$ cat config.mk
export PLATFORM = sky130hd
export DESIGN_NAME = adc_dma_seq
export DESIGN_NICKNAME = d
export VERILOG_FILES = /design/src/rtl/adc_dma_seq.sv
export SDC_FILE = /design/constraint.sdc
export NUM_CORES = 1
export LEC_CHECK = 0
export ABC_AREA = 1
export ABC_CLOCK_PERIOD_IN_PS = 2400
export BUFFER_PORTS_ARGS = -buffer_cell sky130_fd_sc_hd__buf_2
export CORE_ASPECT_RATIO = 0.7
export CORE_MARGIN = 10
export CORE_UTILIZATION = 30
export CTS_CLUSTER_SIZE = 30
export DETAILED_ROUTE_END_ITERATION = 6
export PLACE_DENSITY = 0.62
export SETUP_SLACK_MARGIN = 0.4
export SLEW_MARGIN = 10
export SYNTH_ARGS = -nofsm -noshare
export SYNTH_HDL_FRONTEND = slang
export SYNTH_SLANG_ARGS = --single-unit
$ cat constraint.sdc
create_clock -name clk -period 2.4 [get_ports clk]
set_input_delay 0.12 -clock clk [delete_from_list [all_inputs] [get_ports clk]]
set_output_delay 0.12 -clock clk [all_outputs]
set_load 0.02 [all_outputs]
$ cat src/rtl/adc_dma_seq.sv
module adc_dma_seq #(
  parameter int ADC_W = 12
) (
  input  logic              clk,
  input  logic              rst_n,
  input  logic              cfg_we,
  input  logic [2:0]        cfg_sel,
  input  logic [7:0]        cfg_wdata,
  input  logic              conv_pin,
  input  logic              timer_ovf,
  output logic              adc_req,
  output logic [15-ADC_W:0] adc_chan,
  input  logic              adc_done,
  input  logic [ADC_W-1:0]  adc_data,
  output logic              mem_re,
  output logic              mem_we,
  output logic [23:0]       mem_addr,
  output logic [7:0]        mem_wdata,
  input  logic [7:0]        mem_rdata,
  output logic [3:0]        mode_o,
  output logic              dma_en_o,
  output logic [23:0]       ptr_o,
  output logic              seq_done
);
  localparam int CH_W = 16 - ADC_W;
  localparam int HI_W = ADC_W - 8;

  typedef enum logic [2:0] {S_IDLE, S_RD, S_CHK, S_WAIT, S_CONV, S_WR0, S_WR1} st_t;
  st_t st;

  logic [3:0]       mode, mode_n;
  logic             dma, dma_n;
  logic [23:0]      ptr, ptr_n;
  logic [CH_W-1:0]  chan;
  logic [ADC_W-1:0] res;
  logic             pin_q, done_q;

  wire stop_hit = (st == S_CHK) && (mem_rdata[7:8-CH_W] == {CH_W{1'b1}});
  wire trig     = mode[0] | mode[1] | (mode[2] & conv_pin & ~pin_q) | (mode[3] & timer_ovf);
  wire start    = (st == S_WAIT) && dma && trig;

  always_comb begin
    mode_n = mode;
    dma_n  = dma;
    if (cfg_we && cfg_sel == 3'd0) mode_n = cfg_wdata[3:0];
    if (cfg_we && cfg_sel == 3'd1) dma_n  = cfg_wdata[0];
    if (start && mode[0]) mode_n[0] = 1'b0;
    if (stop_hit) begin
      mode_n = '0;
      dma_n  = 1'b0;
    end
    ptr_n = mem_we ? ptr + 24'd1 : ptr;
    if (cfg_we) begin
      case (cfg_sel)
        3'd2:    ptr_n[7:0]   = cfg_wdata;
        3'd3:    ptr_n[15:8]  = cfg_wdata;
        3'd4:    ptr_n[23:16] = cfg_wdata;
        default: ;
      endcase
    end
  end

  always_ff @(posedge clk) begin
    if (!rst_n) begin
      st     <= S_IDLE;
      mode   <= '0;
      dma    <= 1'b0;
      ptr    <= '0;
      chan   <= '0;
      res    <= '0;
      pin_q  <= 1'b0;
      done_q <= 1'b0;
    end else begin
      mode   <= mode_n;
      dma    <= dma_n;
      ptr    <= ptr_n;
      pin_q  <= conv_pin;
      done_q <= stop_hit;
      case (st)
        S_IDLE: if (dma) st <= S_RD;
        S_RD:   st <= S_CHK;
        S_CHK:  if (stop_hit) st <= S_IDLE;
                else begin
                  chan <= mem_rdata[7:8-CH_W];
                  st   <= S_WAIT;
                end
        S_WAIT: if (!dma) st <= S_IDLE;
                else if (start) st <= S_CONV;
        S_CONV: if (adc_done) begin
                  res <= adc_data;
                  st  <= S_WR0;
                end
        S_WR0:  st <= S_WR1;
        S_WR1:  st <= S_RD;
        default: st <= S_IDLE;
      endcase
    end
  end

  assign adc_req   = (st == S_CONV);
  assign adc_chan  = chan;
  assign mem_re    = (st == S_RD);
  assign mem_we    = (st == S_WR0) || (st == S_WR1);
  assign mem_addr  = ptr;
  assign mem_wdata = (st == S_WR0) ? {chan, res[ADC_W-1:ADC_W-HI_W]} : res[7:0];
  assign mode_o    = mode;
  assign dma_en_o  = dma;
  assign ptr_o     = ptr;
  assign seq_done  = done_q;

  a_r4_ptr_step: assert property (@(posedge clk) disable iff (!rst_n)
    (mem_we && !cfg_we) |=> ptr_o == $past(ptr_o) + 24'd1);
  a_r2_byte_isolation: assert property (@(posedge clk) disable iff (!rst_n)
    (cfg_we && cfg_sel == 3'd2 && !mem_we) |=> ptr_o[23:8] == $past(ptr_o[23:8]));
  a_r7_done_clears: assert property (@(posedge clk) disable iff (!rst_n)
    seq_done |-> (mode_o == 4'd0 && !dma_en_o));
  a_r7_done_single: assert property (@(posedge clk) disable iff (!rst_n)
    seq_done |=> !seq_done);
  a_r10_req_hold: assert property (@(posedge clk) disable iff (!rst_n)
    (adc_req && !adc_done) |=> (adc_req && $stable(adc_chan)));
  a_r6_no_overlap: assert property (@(posedge clk) disable iff (!rst_n)
    !(adc_req && (mem_we || mem_re)));
endmodule

==> impl_metrics.py <==
metrics = {
    "worst_setup_path": {
        "path_max_fanout": 17,
        "cp.arrival_ps": 1620,
        "reg2reg_setup_slack_ps": 670,
        "endpoint_kind": "output port",
        "crit_chain": "nand3_1 > buf_4 > nand2_1 > buf_2",
        "critPathKind": "register to output port",
        "cpMaxStageDelayCell": "dfxtp_1",
        "cp_top_family": "flip-flops",
        "critPathLaunchType": "register",
        "cp_num_buf_inv": 2,
        "critPathMaxStageDelay_ps": 500,
        "crit_required_ps": 2280,
    },
    "min_path": {
        "hold_class": "input pin to register",
    },
    "layout": {
        "final_cells": 679,
        "num_antenna_cells": 0,
        "num-nets-final": 588,
        "fillers": 1085,
        "drive_gt1_share_pct": 22.1,
        "layout-area-overhead-vs-synth_pct": 20.3,
    },
    "clock_tree": {
        "cts_num_sinks": 50,
        "hold_buffers": 0,
        "post-cts-setup-buffer-count": 0,
        "cts_tree": "built",
        "cts-buffers-inserted": 5,
        "cts_buffer_depth": 2,
        "clk_latency_ps": 280,
        "cts-resized-gates": 0,
        "clock_tree.root_cell": "clkbuf_16",
        "htreeDepth": 2,
        "clk_pin_slew_ps": 70,
    },
    "logic_synthesis": {
        "async_reset_ff_share_pct": 0,
        "synth_compound_area_share_pct": 11.4,
        "synthesis.nets": 513,
        "ys_ff_latch": 50,
        "synthDistinctLibCells": 28,
        "yosys-top-cells-count": "118 x nand2_1, 70 x inv_1, 63 x nor2_1, 50 x dfxtp_1, 44 x nand3_1",
        "synth_xor_area_share_pct": 0.296,
        "synth-simple-area-share_pct": 36.9,
        "syn_inst": 475,
        "synth_area_um2": 2960,
        "synth-edff-count": 0,
        "yosysWarnings": 0,
        "synth.area.mux_share_pct": 0,
        "synth_top_area_cell": "dfxtp_1",
        "synth.avg_cell_area_um2": 6.23,
        "synth_top_family_by_area": "simple AND/OR/NAND/NOR gates",
        "synthFlopType": "dfxtp_1",
        "synth.most_common_cell": "nand2_1",
        "synth_seq_area_share_pct": 33.8,
        "synthTopCellsByArea": "dfxtp_1 34%, nand2_1 15%, inv_1 8.9%, nor2_1 8.0%, nand3_1 7.4%",
        "synth_top_area_share_pct": 33.8,
        "synth_fa_ha_area_share_pct": 0.423,
    },
    "job": {
        "drv_cap": 0,
    },
    "sta": {
        "fin_crit_ps": 1740,
        "finalHoldViolCount": 0,
        "rsz0062_at_grt": "no",
        "min_period_over_period_pct": 72.7,
        "skew_ps": 7.38,
        "worst_pin_slew_ps": 580,
        "setup_viol": 0,
        "maxSlewViolCount": 0,
        "tns_ps": 0,
        "max_freq_mhz": 573,
        "maxSlewHeadroom_pct": 61.3,
    },
    "floorplanning": {
        "coreArea_um2": 9650,
        "die_w_um": 139,
        "die_height_um": 103,
        "die-area_um2": 14300,
        "pin_count": 106,
        "rows": 30,
        "start_util_pct": 30.7,
    },
    "route": {
        "drt_pass1_iterations": 4,
        "routed_wl_mm": 9.07,
        "drc": 0,
        "wire_per_inst_um": 13.4,
        "ant_nets": 0,
        "viasPerCell": 4.52,
        "num_vias": 3067,
        "drt_iter0_drc": 201,
    },
    "global_routing": {
        "antenna_found_initial": 0,
        "grt_usage_pct": 12.1,
        "overflow": 0,
        "grt_max_degree": 28,
        "grt_pass1_vias": 2916,
        "grt_pass1_wl_mm": 14.4,
    },
    "placed_design": {
        "gp_congestion": 0.840,
        "dpl.cell_count": 671,
        "port_buffers": 101,
        "hpwl_mm": 7.16,
    },
    "pwr": {
        "p_per_area_nw_per_um2": 532,
        "ir_drop_v": 0.000287,
        "leakagePower_nw": 1.84,
    },
    "outcome": {
        "status": "finished, final reports clean",
    },
}
## report_power, final
| group | switching [mW] | total [mW] | leakage, nW | internal [mW] |
|---|---|---|---|---|
| sequential | 0.0392 | 0.900 | 0.405 | 0.860 |
| clock | 0.311 | 0.725 | 0.0739 | 0.415 |
| combinational | 0.176 | 0.270 | 1.36 | 0.0936 |
| total | 0.526 | 1.89 | 1.84 | 1.37 |
## layout make-up
cell class	count	area, µm²	area share [%]
timing repair buffer	104	528	14.8
clock inverter	1	5.00	0.141
inverter	72	270	7.59
tap	128	160	4.50
clock buffer	7	143	4.01
multi-input combinational	317	1450	40.8
sequential	50	1000	28.1
## through the flow
stage	area (µm²)	worst slack [ps]	hold slack, ps	total power, mW	util [%]
final	3560	656	46.7	1.89	36.9
after global routing	3560	480	78.1	1.99	36.9
after CTS	3560	562	38.8	1.91	36.9
after detailed placement	3410	580	329	1.19	35.4
after global placement	3410	658	322	1.18	35.4
after floorplan	2960	845	218	1.09	-
## cell usage in the layout (no fill, tap or decap), types with 2 or more instances in the layout
cell type / count
nand3_1: 44
or2_2: 2
nand3b_1: 11
buf_2: 101
nand2_2: 2
buf_4: 3
inv_2: 2
o21ai_0: 33
a21oi_1: 24
nand2_1: 117
nor2_2: 2
dfxtp_1: 50
nand4_1: 2
nor2_1: 63
o211ai_1: 2
nor2_4: 2
clkbuf_16: 5
nor3_1: 4
o21bai_1: 3
inv_1: 70
## kinds of logic after synthesis
logic type	Yosys count
compound gates	64
xor+xnor	1
fa+ha+maj	1
buf+inv	108
simple gates	251
flops	50
## worst paths after layout
check,startpoint,depth (start not counted),to
hold / removal,conv_pin,3,pin_q
hold reg to reg,res[10],2,res[10]
setup reg to reg,mem_addr[0],10,mem_addr[10]
setup / recovery,st[2],4,mem_we
## worst min-delay path, delay by kind of cell
kind                   cells  cell delay [ps]
and+or+nand+nor            1               50
buffers and inverters      2              130
## flip-flops by register name (all words and copies together), names as in the netlist
name      cells
pin_q         1
mem_addr     24
dma_en_o      1
adc_chan      4
st            3
mode_o        4
res          12
seq_done      1
## routing by layer
metal,global-route usage (%),wire length (µm),vias to the layer above
li1,-,-,1618
met1,16.3,4460,1357
met2,19.6,3860,90
met3,3.41,730,2
met4,1.44,24,0
met5,0,0,-
Power figures use the tool's default switching activity.
